`src/rtl/oscan1_pkg.sv`:
```
// Shared types for the single-line deserializer.
// Assumes: slot codes are fixed because the checker and the bench decode them.
package oscan1_pkg;
    typedef enum logic [1:0] {
        SLOT_NTDI = 2'd0,
        SLOT_TMS  = 2'd1,
        SLOT_TDO  = 2'd2
    } slot_t;
endpackage

```
`src/rtl/oscan1_sync.sv`:
```
// Brings the test clock and the data line into the system domain and flags
// each rising edge of the test clock.
// Assumes: both pins pass through chains of equal depth, so the data value
// leaving its chain belongs to the same sampling instant as the edge.
module oscan1_sync #(
    parameter int STAGES = 2
) (
    input  logic clk,
    input  logic rst_n,
    input  logic tckc_i,
    input  logic tmsc_i,
    output logic rise_o,
    output logic line_o
);
    localparam int LAST = STAGES - 1;

    logic [STAGES-1:0] ck_q;
    logic [STAGES-1:0] ln_q;
    logic [STAGES:0]   ck_ext;
    logic [STAGES:0]   ln_ext;
    logic              ck_prev;

    assign ck_ext = {ck_q, tckc_i};
    assign ln_ext = {ln_q, tmsc_i};

    // Shift both pins through their synchronizer chains.
    always_ff @(posedge clk) begin
        if (!rst_n) begin
            ck_q    <= '0;
            ln_q    <= '0;
            ck_prev <= 1'b0;
        end else begin
            ck_q    <= ck_ext[STAGES-1:0];
            ln_q    <= ln_ext[STAGES-1:0];
            ck_prev <= ck_q[LAST];
        end
    end

    // A rising edge is a synchronized high after a synchronized low.
    assign rise_o = ck_q[LAST] & ~ck_prev;
    assign line_o = ln_q[LAST];
endmodule

```
`src/rtl/oscan1_slot.sv`:
```
// Slot sequencer: tracks which of the three frame slots the next edge fills.
// Assumes: the mode input is synchronous to clk. On entry the slot is set to
// TMS, on exit it is cleared at once, and entry takes priority over an edge.
module oscan1_slot
    import oscan1_pkg::*;
(
    input  logic  clk,
    input  logic  rst_n,
    input  logic  mode_i,
    input  logic  rise_i,
    output slot_t slot_o,
    output logic  mode_q_o,
    output logic  entry_o
);
    slot_t slot_q;
    logic  mode_q;

    assign entry_o  = mode_i & ~mode_q;
    assign slot_o   = slot_q;
    assign mode_q_o = mode_q;

    // Register the mode so entry can be detected as a 0-to-1 change.
    always_ff @(posedge clk) begin
        if (!rst_n) mode_q <= 1'b0;
        else        mode_q <= mode_i;
    end

    // Move to the next slot on each edge; entry and exit override this.
    always_ff @(posedge clk) begin
        if (!rst_n) begin
            slot_q <= SLOT_NTDI;
        end else if (!mode_i) begin
            slot_q <= SLOT_NTDI;
        end else if (entry_o) begin
            slot_q <= SLOT_TMS;
        end else if (rise_i) begin
            unique case (slot_q)
                SLOT_NTDI: slot_q <= SLOT_TMS;
                SLOT_TMS:  slot_q <= SLOT_TDO;
                default:   slot_q <= SLOT_NTDI;
            endcase
        end
    end
endmodule

```
`src/rtl/oscan1_capture.sv`:
```
// Holds the bits of the open frame and publishes the finished frame with a
// one-cycle strobe. In four-wire mode it passes the line through as TMS.
// Assumes: the slot and mode_q inputs come from the sequencer, and an edge in
// the entry cycle is dropped.
module oscan1_capture
    import oscan1_pkg::*;
(
    input  logic  clk,
    input  logic  rst_n,
    input  logic  rise_i,
    input  logic  line_i,
    input  logic  mode_q_i,
    input  logic  entry_i,
    input  slot_t slot_i,
    output logic  stb_o,
    output logic  tdi_o,
    output logic  tms_o,
    output logic  tdo_o,
    output logic  ok_o
);
    logic tdi_hold;
    logic tms_hold;

    // Fill the frame slots and publish on the final slot or in pass-through.
    always_ff @(posedge clk) begin
        if (!rst_n) begin
            tdi_hold <= 1'b0;
            tms_hold <= 1'b0;
            stb_o    <= 1'b0;
            tdi_o    <= 1'b0;
            tms_o    <= 1'b0;
            tdo_o    <= 1'b0;
            ok_o     <= 1'b0;
        end else begin
            stb_o <= 1'b0;
            if (entry_i) begin
                tdi_hold <= 1'b0;
            end else if (rise_i) begin
                if (mode_q_i) begin
                    unique case (slot_i)
                        SLOT_NTDI: tdi_hold <= ~line_i;
                        SLOT_TMS:  tms_hold <= line_i;
                        default: begin
                            stb_o <= 1'b1;
                            tdi_o <= tdi_hold;
                            tms_o <= tms_hold;
                            tdo_o <= line_i;
                            ok_o  <= 1'b1;
                        end
                    endcase
                end else begin
                    stb_o <= 1'b1;
                    tdi_o <= 1'b0;
                    tms_o <= line_i;
                    tdo_o <= 1'b0;
                    ok_o  <= 1'b0;
                end
            end
        end
    end
endmodule

```
`src/rtl/oscan1_deser.sv`:
```
// Top level: synchronizer, slot sequencer and frame capture.
// Assumes: tckc_i and tmsc_i are asynchronous, and scan_mode_i is synchronous to clk.
module oscan1_deser
    import oscan1_pkg::*;
#(
    parameter int SYNC_STAGES = 2
) (
    input  logic clk,
    input  logic rst_n,
    input  logic tckc_i,
    input  logic tmsc_i,
    input  logic scan_mode_i,
    output logic jtag_stb_o,
    output logic tdi_o,
    output logic tms_o,
    output logic tdo_o,
    output logic bits_ok_o
);
    logic  rise_w;
    logic  line_w;
    logic  mode_q;
    logic  entry_w;
    slot_t slot_w;

    oscan1_sync #(.STAGES(SYNC_STAGES)) sync_i (
        .clk    (clk),
        .rst_n  (rst_n),
        .tckc_i (tckc_i),
        .tmsc_i (tmsc_i),
        .rise_o (rise_w),
        .line_o (line_w)
    );

    oscan1_slot slot_i (
        .clk      (clk),
        .rst_n    (rst_n),
        .mode_i   (scan_mode_i),
        .rise_i   (rise_w),
        .slot_o   (slot_w),
        .mode_q_o (mode_q),
        .entry_o  (entry_w)
    );

    oscan1_capture cap_i (
        .clk      (clk),
        .rst_n    (rst_n),
        .rise_i   (rise_w),
        .line_i   (line_w),
        .mode_q_i (mode_q),
        .entry_i  (entry_w),
        .slot_i   (slot_w),
        .stb_o    (jtag_stb_o),
        .tdi_o    (tdi_o),
        .tms_o    (tms_o),
        .tdo_o    (tdo_o),
        .ok_o     (bits_ok_o)
    );
endmodule

```
`config.mk`:
```
export PLATFORM = sky130hd
export DESIGN_NAME = oscan1_deser
export DESIGN_NICKNAME = d
export VERILOG_FILES = /design/src/rtl/oscan1_pkg.sv /design/src/rtl/oscan1_sync.sv /design/src/rtl/oscan1_slot.sv /design/src/rtl/oscan1_capture.sv /design/src/rtl/oscan1_deser.sv
export SDC_FILE = /design/constraint.sdc
export NUM_CORES = 1
export LEC_CHECK = 0
export BUFFER_PORTS_ARGS = -buffer_cell sky130_fd_sc_hd__buf_2
export CORE_AREA = 2 2 39 41
export CTS_BUF_LIST = sky130_fd_sc_hd__clkbuf_4 sky130_fd_sc_hd__clkbuf_8 sky130_fd_sc_hd__clkbuf_16
export DETAILED_ROUTE_END_ITERATION = 7
export DIE_AREA = 0 0 41 43
export SLEW_MARGIN = 15
export SYNTH_ARGS = -nofsm -noshare
export SYNTH_HDL_FRONTEND = slang
export SYNTH_HIERARCHICAL = 1
export SYNTH_SLANG_ARGS = --single-unit
```
`constraint.sdc`:
```
create_clock -name clk -period 3.35 [get_ports clk]
set_input_delay 1.005 -clock clk [delete_from_list [all_inputs] [get_ports clk]]
set_output_delay 1.005 -clock clk [all_outputs]
set_load 0.005 [all_outputs]
```
# [Yosys cells after proc, flatten, opt, wreduce, memory -nomap -nowiden]
# Cells that the tools add are included.
[op_classes] eq_ne=2 mux=13 bitwise_logic=9 reduce_logical=10
[op_table] cell="$mux 1" n=12
[op_table] cell="$not 1->1" n=7
[op_table] cell="$reduce_and 3->1" n=2
[op_table] cell="$reduce_or 3->1" n=2
[op_table] cell="$pmux 2 s2" n=1
[op_table] cell="$reduce_and 4->1" n=1
[op_table] cell="$reduce_or 2->1" n=2
[op_table] cell="$and 1x1->1" n=2
[op_table] cell="$eq 2x1->1 const B" n=1
[op_table] cell="$logic_not 2->1" n=1
[op_table] cell="$ne 2x2->1 const B" n=1
[op_table] cell="$reduce_and 2->1" n=1
[op_table] cell="$reduce_bool 2->1" n=1
[word_totals] out_inout_bits=5 register_bits=15 input_bits=5 elab_cells=47

# [Depth between registers and ports, before layout]
# Gate-level depths: netlist of the first run.
[depth] word_depth=4 mapped_depth=4 ltp_nobuf=4

# [Cells and area by module]
# The synthesis of the first run kept the hierarchy.
[modules_own_cells] module="oscan1_capture" cells_per_inst=32 area_each_um2=321.6 seq_area_each_um2=140.1 n_inst=1
[modules_own_cells] module="oscan1_sync" cells_per_inst=11 area_each_um2=137.6 seq_area_each_um2=100.1 n_inst=1
[modules_own_cells] module="oscan1_slot" cells_per_inst=13 area_each_um2=118.9 seq_area_each_um2=60.1 n_inst=1

# [Worst setup path after synthesis of the first run]
# Ideal clock, no wire load.
[synth_path] path_kind="input-to-reg" start="in scan_mode_i" end="reg cap_i.tms_o" path_buffers=0 t_required_ns=3.228 path_slack_ns=1.543 setup_ns=0.122 arrival_ns=1.686 cell_stages=3 path_cell_list="nor2b_1 nand2b_1 o311a_1"
[synth_via] elab_chain_cells=3
[synth_rtl] element="from (decl)" line_no="oscan1_deser.sv:12" source="input logic scan_mode_i,"
[synth_rtl] element="$and 1x1->1" line_no="oscan1_slot.sv:18" source="assign entry_o = mode_i & ~mode_q;"
[synth_rtl] element="$not 1->1 (no line)"
[synth_rtl] element="$reduce_and 3->1 (no line)"
[synth_rtl] element="to (signal assigned)" line_no="oscan1_capture.sv:46" source="tms_o <= tms_hold;"
[synth_rtl] element="to (signal assigned)" line_no="oscan1_capture.sv:54" source="tms_o <= line_i;"
[synth_rtl] element="to (decl)" line_no="oscan1_capture.sv:17" source="output logic tms_o,"
# No other way between the ends.
# A chain may end at the register's enable or synchronous reset.

# [Worst setup path after layout of the first run]
[layout_path] start="reg cap_i.tdi_o" end="out tdi_o"
[layout_lines] element="from (decl)" line_no="oscan1_capture.sv:16" source="output logic tdi_o,"
[layout_lines] element="from (signal assigned)" line_no="oscan1_capture.sv:45" source="tdi_o <= tdi_hold;"
[layout_lines] element="to (decl)" line_no="oscan1_deser.sv:14" source="output logic tdi_o,"
# No word-level cell between the ends.

==> results of run 1 <==
Yosys cell counts, types with 2 or more instances:
| master | instances |
|---|---|
| nand2_1 | 4 |
| nor2b_1 | 3 |
| o21ai_1 | 3 |
| nand4_1 | 2 |
| and2_1 | 5 |
| a21boi_1 | 3 |
| dfxtp_1 | 15 |
| inv_1 | 2 |
| nand2b_1 | 3 |
| nand3_1 | 2 |
| mux2i_1 | 2 |
kinds of logic after synthesis:
family	count (synthesis)	synth area share, %
simple gates	26	31.0
mux	2	3.46
compound gates	11	12.3
buf+inv	2	1.30
flops	15	51.9
layout make-up:
type / count / area share (%)
Inverter: 2 / 1.12
Multi-Input combinational cell: 39 / 40.1
Sequential cell: 15 / 44.6
Tap cell: 16 / 2.97
Clock buffer: 4 / 4.46
Timing Repair Buffer: 9 / 6.69
per-layer routing:
metal / global-route usage, % / wire length, µm
met2: 17.8 / 403
met3: 3.14 / 32
met4: 8.00 / 10
met1: 16.4 / 450
met5: 0 / 0
per-stage QoR:
step | worst slack (ps) | instances | instance area (µm²)
final | 1620 | 85 | 673
after global routing | 1580 | 85 | 673
after CTS | 1620 | 85 | 673
after detailed placement | 1350 | 81 | 643
after global placement | 1370 | 81 | 643
after floorplan | 1540 | 56 | 578
power by group through the flow:
stage	sequential, W	clock (W)	combinational, W
detailed placement	0.000191	0	0.0000179
floorplan	0.000190	0	0.0000115
CTS	0.000187	0.000112	0.0000181
finish	0.000187	0.000108	0.0000179
global placement	0.000191	0	0.0000176
global route	0.000188	0.000115	0.0000202
state kept, by name (all words and copies together) (netlist names):
| register | flops |
|---|---|
| sync_i/ck_prev | 1 |
| cap_i/ok_o | 1 |
| sync_i/ck_q | 2 |
| sync_i/ln_q | 2 |
| cap_i/stb_o | 1 |
| slot_i/slot_o | 2 |
| cap_i/tdi_o | 1 |
| cap_i/tdi_hold | 1 |
| cap_i/tdo_o | 1 |
| cap_i/tms_o | 1 |
| cap_i/tms_hold | 1 |
| slot_i/mode_q_o | 1 |
how the worst max path moves through the flow:
stage                     start  slack (ps)          end
global placement    scan_mode_i        1370  cap_i/tms_o
detailed placement  scan_mode_i        1350  cap_i/tms_o
CTS                 cap_i/tdi_o        1620        tdi_o
finish              cap_i/tdi_o        1620        tdi_o
floorplan           scan_mode_i        1540  cap_i/tms_o
global route        cap_i/tdi_o        1580        tdi_o
cells in the final DEF, fill, tap and decap left out, types with 2 or more instances in the layout:
cell type  synthesis  routed
a21boi_1           3       3
nand2b_1           3       3
clkbuf_4           0       4
mux2i_1            2       2
nand3_1            2       2
buf_2              0       9
inv_1              2       2
o21ai_1            3       3
dfxtp_1           15      15
and2_1             5       5
nand2_1            4       4
nor2b_1            3       3
nand4_1            2       2
==> results.toml, run 1 <==
[clock_tree]
root_buffer = "clkbuf_4"
cts_buffer_depth = 2
cts_resized = 0
htree_num_levels = 1
cts.sink_count = 15
cts_tree = "yes"
postCtsSetupBuffers = 0
hold_buffers = 0
cts-buffers-inserted = 3
clk_pin_slew_ps = 90
worstSkewPairLatency_ps = 270

[power]
p_total_w = 0.000312
combPwrFrac_pct = 5.7
p_sw_share_pct = 21.2
p_clk_share_pct = 34.5
p_sw_w = 0.0000663
ir_drop_mv = 0.235
cellLeakagePower_nw = 0.273
powerDensity_nw_per_um2 = 464
seqPwrFrac_pct = 59.7
internal-power_w = 0.000246

[logic_synthesis]
synth-edff-count = 0
ys.flop_type = "dfxtp_1"
netlist_area_um2 = 578
postSynthAreaPerCell_um2 = 10.3
synth-seq-cells = 15
synth_area_leaders = "dfxtp_1 (52%), and2_1 (5.4%), a21boi_1 (3.9%)"
ys_async_sr_fraction_pct = 0
syn-num-nets = 61
ys_seq_area_share_pct = 51.9
synth_top_cell_by_area = "dfxtp_1"
ys_warn_count = 6
synth_cells = 56
synth.distinct_cells = 23
synth_top_area_share_pct = 51.9

[final_layout]
multi_input_area_um2 = 270
post-route-util_pct = 48.6
layout-drive-gt1-share_pct = 23.2
regArea_um2 = 300
layout.nets = 75
n_antenna_cell = 0
num-fill-cells = 132
synthToLayoutAreaGrowth_pct = 16.5

[worst_setup_path]
slowest_delay_ps = 340
crit_path_start_kind = "flop"
reg2regPathDepth = 3
path_buf_inv = 1
worstSetupPathDepth = 1
cp.arrival_ps = 720
path_max_fanout = 2
end_kind = "output port"
cp.required_ps = 2340
timing.rr.start = "slot_i/mode_q_o"
crit_family = "flip-flops"
rr_endpoint = "cap_i/tms_o"
crit_chain = "buf_2"
crit_slowest_cell = "dfxtp_1"
worst-setup-path-type = "reg2out"
r2r_slack_ps = 1990

[flow_run]
cap_violations = 0

[global_routing]
grt_pass1_vias = 394
grt_max_degree = 16
antenna_found_initial = 0
grt_usage_pct = 12.6
overflow = 0
grt_pass1_wl_um = 1530

[hold_path]
worstHoldStart = "sync_i/ln_q[0]"
whs_path_depth = 1
hold_end = "sync_i/ln_q[1]"
hold_class = "reg2reg"

[floorplanning]
core_um2 = 1380
placementRows = 14
fp.dieH_um = 43
pin_count = 10
start_util_pct = 41.8
fp.dieW_um = 41
fp.dieArea_um2 = 1760

[drt]
vias = 419
ant_nets = 0
drt_first_pass_iters = 2
drcViolationCount = 0
viasPerCell = 4.93
finalWirelength_um = 896
drtIter0Drc = 1
wl_per_cell_um = 10.5

[sta]
hold_ws_ps = 437
setup_violations = 0
hold_viol_final = 0
setup_tns_ps = 0
grt_setup_unrepaired = "false"
worst_slew_pin_slew_ps = 349
max_slew_margin_pct = 76.7
min_period_ps = 1730
fmax_mhz = 578
fin_crit_sh_pct = 51.6
skew_ps = 6.04
finalMaxSlewViolations = 0

[outcome]
status = "complete, no violations"

[placed_design]
routabilityCongestion = 0.686
place_hpwl_um = 616
io_buffers = 9
Note: power is estimated with default switching activity, not from simulation.
==> run 2, diff against run 1 <==
--- a/config.mk
+++ b/config.mk
@@ -10,6 +10,7 @@
 export CTS_BUF_LIST = sky130_fd_sc_hd__clkbuf_4 sky130_fd_sc_hd__clkbuf_8 sky130_fd_sc_hd__clkbuf_16
 export DETAILED_ROUTE_END_ITERATION = 7
 export DIE_AREA = 0 0 41 43
+export PLACE_DENSITY = 0.67
 export SLEW_MARGIN = 15
 export SYNTH_ARGS = -nofsm -noshare
 export SYNTH_HDL_FRONTEND = slang
==> constraint.sdc (replaced) <==
create_clock -name clk -period 1.5 [get_ports clk]
set_input_delay 0.45 -clock clk [delete_from_list [all_inputs] [get_ports clk]]
set_output_delay 0.45 -clock clk [all_outputs]
set_load 0.005 [all_outputs]
==> run 2 against run 1 <==
Effect of this change: global-route usage grew 1.6 points; wire length increased by 6.4%; final area rose by 1.1%; clock power is 110% higher; hold slack worse by 67 ps; combinational power grew to 2.5 times the previous value; critical path depth grew 2; critical path type is now reg2reg; largest cell class unchanged; highest routed layer unchanged.
==> results.toml, run 2 (synthesized netlist as in run 1, its figures left out) <==
[outcome]
status = "complete, no violations"

[worst_setup_path]
cp.required_ps = 1670
worst-setup-path-type = "reg2reg"
crit_path_start_kind = "flop"
end_kind = "flop"
path_max_fanout = 7
cp.arrival_ps = 1530

[global_routing]
grt_usage_pct = 14.3
grt_max_degree = 16
grt_pass1_vias = 429
antenna_found_initial = 0
grt_pass1_wl_um = 1750
overflow = 0

[drt]
viasPerCell = 4.83
vias = 415
drcViolationCount = 0
drt_first_pass_iters = 2
finalWirelength_um = 953
wl_per_cell_um = 11.1
drtIter0Drc = 1
ant_nets = 0

[power]
seqPwrFrac_pct = 60.6
internal-power_w = 0.000529
p_clk_share_pct = 32.8
powerDensity_nw_per_um2 = 1000
p_sw_share_pct = 22.6
cellLeakagePower_nw = 0.277
combPwrFrac_pct = 6.6
p_sw_w = 0.000155
ir_drop_mv = 0.553

[clock_tree]
root_buffer = "clkbuf_4"
clk_pin_slew_ps = 90
worstSkewPairLatency_ps = 280
cts_buffer_depth = 2
cts_tree = "yes"
cts-buffers-inserted = 3
htree_num_levels = 1
hold_buffers = 0
cts.sink_count = 15

[placed_design]
place_hpwl_um = 658
routabilityCongestion = 0.769
io_buffers = 9
dpl_cell_area_um2 = 651

[final_layout]
synthToLayoutAreaGrowth_pct = 17.7
final_common_cell = "dfxtp_1"
layout-drive-gt1-share_pct = 25.7
fin_area_um2 = 681
regArea_um2 = 300
n_antenna_cell = 0
num-fill-cells = 127
multi_input_area_um2 = 273
layout.nets = 76
final_cell_mix = "dfxtp_1 (15), buf_2 (9), and2_1 (5)"

[sta]
max_slew_margin_pct = 77.0
skew_ps = 3.79
setup_tns_ps = 0
setup_violations = 0
worst_slew_pin_slew_ps = 345
hold_viol_final = 0
fmax_mhz = 736
finalMaxSlewViolations = 0
fin_crit_sh_pct = 90.6
min_period_ps = 1360
grt_setup_unrepaired = "false"

[floorplanning]
fp.dieH_um = 43
placementRows = 14
fp.dieArea_um2 = 1760
start_util_pct = 41.8
fp.dieW_um = 41
pin_count = 10
core_um2 = 1380

[hold_path]
hold_class = "in2reg"

[flow_run]
cap_violations = 0
==> run 2: metrics by stage <==
| step | hold slack (ps) | total power, W | setup slack (ps) | utilization [%] | std cells |
|---|---|---|---|---|---|
| final | 370 | 0.000684 | 140 | 49.2 | 86 |
| after global placement | 414 | 0.000467 | 89.7 | 47.0 | 82 |
| after CTS | 354 | 0.000699 | 132 | 49.0 | 86 |
| after detailed placement | 420 | 0.000468 | 44.8 | 47.0 | 82 |
| after floorplan | 412 | 0.000449 | 248 | - | 56 |
| after global routing | 359 | 0.000715 | 43.8 | 49.2 | 86 |
==> run 2: repair_timing <==
item / in CTS / in global routing
setup endpoints to repair: 0 / 1
buffers inserted: 0 / 0
resized for setup: 0 / 1
==> run 2: worst paths after layout <==
kind	start	to	slack (ps)	cells after the start
min reg2reg	sync_i/ln_q[0]	sync_i/ln_q[1]	440	1
max reg2reg	sync_i/ck_q[1]	cap_i/tms_o	140	3
max	sync_i/ck_q[1]	cap_i/tms_o	140	3
min	tmsc_i	sync_i/ln_q[0]	370	2
==> run 2: critical path, cell delays in order (launching register included) <==
cell and delay, ps:
dfxtp_1 330, nor2b_1 320, nand2b_1 220, o311a_1 380
==> run 2: area by class of cell <==
type	instances	share of cell area, %
inverter	2	1.10
sequential	15	44.1
timing repair buffer	10	7.72
clock buffer	3	3.31
tap	16	2.94
clock inverter	1	0.735
multi-input combinational	39	40.1
==> run 2: layer usage <==
layer	GRT usage (%)	part of all wire (%)
met2	23.1	48
met5	0	0
met1	17.2	48
met4	6.00	0.94
met3	3.14	3.3
==> run 2: power by group through the flow <==
stage	Combinational, W	Clock, W	Sequential (W)
after CTS	0.0000452	0.000239	0.000415
after global placement	0.0000435	0	0.000424
after global routing	0.0000505	0.000249	0.000416
final	0.0000452	0.000224	0.000414
after floorplan	0.0000256	0	0.000424
after detailed placement	0.0000445	0	0.000424
==> run 3, diff against run 2 <==
--- a/config.mk
+++ b/config.mk
@@ -10,9 +10,8 @@
 export CTS_BUF_LIST = sky130_fd_sc_hd__clkbuf_4 sky130_fd_sc_hd__clkbuf_8 sky130_fd_sc_hd__clkbuf_16
 export DETAILED_ROUTE_END_ITERATION = 7
 export DIE_AREA = 0 0 41 43
-export PLACE_DENSITY = 0.67
-export SLEW_MARGIN = 15
+export PLACE_DENSITY = 0.66
+export SLEW_MARGIN = 20
 export SYNTH_ARGS = -nofsm -noshare
 export SYNTH_HDL_FRONTEND = slang
-export SYNTH_HIERARCHICAL = 1
 export SYNTH_SLANG_ARGS = --single-unit
==> run 3 against run 2 <==
Effect of this change: worst setup slack gained 150 ps; synthesized area shrank 1.5%; sequential power is essentially flat; global-route usage shrank 0.84 points; via count grew 3.4%; utilization shrank 1.7 points; final cell count is the same; first-iteration DRC count is the same; die area is the same; combinational power shrank 16%; critical path depth shrank 2; synthesized cell count grew 5.4%; critical endpoint is now bits_ok_o; largest power group unchanged.
==> results.toml, run 3 <==
[drt]
vias = 429
drcViolationCount = 0
drtIter0Drc = 1
finalWirelength_um = 938
ant_nets = 0
viasPerCell = 4.99
drt_first_pass_iters = 2
wl_per_cell_um = 10.9

[logic_synthesis]
ys_seq_area_share_pct = 52.7
postSynthAreaPerCell_um2 = 9.65
synth_top_cell_by_area = "dfxtp_1"
netlist_area_um2 = 569
ys_warn_count = 0
synth_top_area_share_pct = 52.7
synth-seq-cells = 15
synth.distinct_cells = 21
synth_area_leaders = "dfxtp_1 (53%), and2_1 (6.6%), nand2_1 (5.9%)"
ys_async_sr_fraction_pct = 0
ys.flop_type = "dfxtp_1"
syn-num-nets = 64
yosys-top-cells-count = "dfxtp_1 (15), nand2_1 (9), and2_1 (6), a21oi_1 (3), nand3_1 (3)"
synth_cells = 59
synth-edff-count = 0
yosysMostFrequentCell = "dfxtp_1"

[worst_setup_path]
crit_path_start_kind = "flop"
reg2regPathDepth = 3
timing.rr.start = "slot_i.slot_o[1]"
path_buf_inv = 1
slowest_delay_ps = 360
crit_family = "flip-flops"
crit_slowest_cell = "dfxtp_1"
cp.arrival_ps = 760
crit_chain = "buf_2"
path_max_fanout = 3
end_kind = "output port"
cp.required_ps = 1050
worst-setup-path-type = "reg2out"
rr_endpoint = "cap_i.tdi_hold"
r2r_slack_ps = 300

[sta]
min_period_ps = 1210
grt_setup_unrepaired = "false"
setup_violations = 0
max_slew_margin_pct = 79.1
worst_slew_pin_slew_ps = 313
fmax_mhz = 830
skew_ps = 2.19
fin_crit_sh_pct = 80.3
finalMaxSlewViolations = 0
hold_viol_final = 0
setup_tns_ps = 0

[clock_tree]
cts_tree = "yes"
cts_buffer_depth = 2
postCtsSetupBuffers = 0
worstSkewPairLatency_ps = 280
cts-buffers-inserted = 3
cts.sink_count = 15
clk_pin_slew_ps = 80
htree_num_levels = 1
root_buffer = "clkbuf_4"
cts_resized = 0
hold_buffers = 0

[final_layout]
synthToLayoutAreaGrowth_pct = 15.4
post-route-util_pct = 47.5
num-fill-cells = 137
layout-drive-gt1-share_pct = 25.7
final_cell_mix = "dfxtp_1 (15), nand2_1 (9), buf_2 (9)"
final_common_cell = "dfxtp_1"
layout.nets = 76
n_antenna_cell = 0

[global_routing]
grt_usage_pct = 13.4
grt_pass1_vias = 406
overflow = 0
grt_pass1_wl_um = 1550
grt_max_degree = 18
antenna_found_initial = 0

[hold_path]
hold_class = "in2reg"
whs_path_depth = 2
hold_end = "sync_i.ck_q[0]"
worstHoldStart = "tckc_i"

[floorplanning]
pin_count = 10
fp.dieH_um = 43
start_util_pct = 41.1
placementRows = 14
fp.dieArea_um2 = 1760
fp.dieW_um = 41
core_um2 = 1380

[power]
cellLeakagePower_nw = 0.271
powerDensity_nw_per_um2 = 1060
p_total_w = 0.000696
ir_drop_mv = 0.519

[outcome]
status = "complete, no violations"

[placed_design]
place_hpwl_um = 703
routabilityCongestion = 0.764
io_buffers = 9

[flow_run]
cap_violations = 0
-- run 3: power by group --
group	switching [W]	internal [W]	leakage [nW]
Combinational	0.0000200	0.0000179	0.131
Clock	0.000122	0.000121	0.0184
Sequential	0.00000741	0.000408	0.122
-- run 3: worst max-delay path by stage --
stage | from | to | slack, ps | depth (start not counted)
floorplan | slot_i.slot_o[1] | cap_i.tdi_hold | 350 | 3
global placement | scan_mode_i | cap_i.tms_o | 270 | 4
detailed placement | scan_mode_i | cap_i.tms_o | 260 | 4
CTS | cap_i.ok_o | bits_ok_o | 280 | 1
global route | slot_i.slot_o[1] | cap_i.tdi_hold | 230 | 3
finish | cap_i.ok_o | bits_ok_o | 290 | 1
-- run 3: area by class of cell --
| cell class | count | area [µm²] | area share [%] |
|---|---|---|---|
| Inverter | 2 | 7.51 | 1.14 |
| Sequential cell | 15 | 300 | 45.7 |
| Multi-Input combinational cell | 40 | 254 | 38.7 |
| Tap cell | 16 | 20.0 | 3.05 |
| Timing Repair Buffer | 9 | 45.0 | 6.86 |
| Clock buffer | 4 | 30.0 | 4.57 |
-- run 3: cell families (layout without fill, tap and decap cells) --
kind of cell | count (synthesis) | in the layout | share of synthesized area (%)
compound gates | 9 | 9 | 9.89
flops | 15 | 15 | 52.7
mux | 3 | 3 | 5.49
simple gates | 28 | 28 | 29.2
buf+inv | 4 | 15 | 2.64
-- run 3: per-stage QoR --
step	instance area, µm²	setup WS (ps)	hold WS, ps	instances
floorplan	569	352	412	59
global placement	627	274	415	82
detailed placement	627	258	422	82
CTS	657	282	367	86
global route	657	229	371	86
finish	657	295	372	86
-- run 3: worst reg2reg max path, cell delays in order (launching register included) --
cell       delay, ps
dfxtp_1          350
or4b_4           560
nor3_2           110
o2bb2ai_1        120
-- run 3: metal layers --
layer  up-vias  GRT usage (%)  part of all wire, %
li1        219              -                    -
met1       199           16.7                   46
met2         9           18.1                   49
met3         2           4.71                  4.2
met4         0           10.0                 0.53
met5         -              0                    0
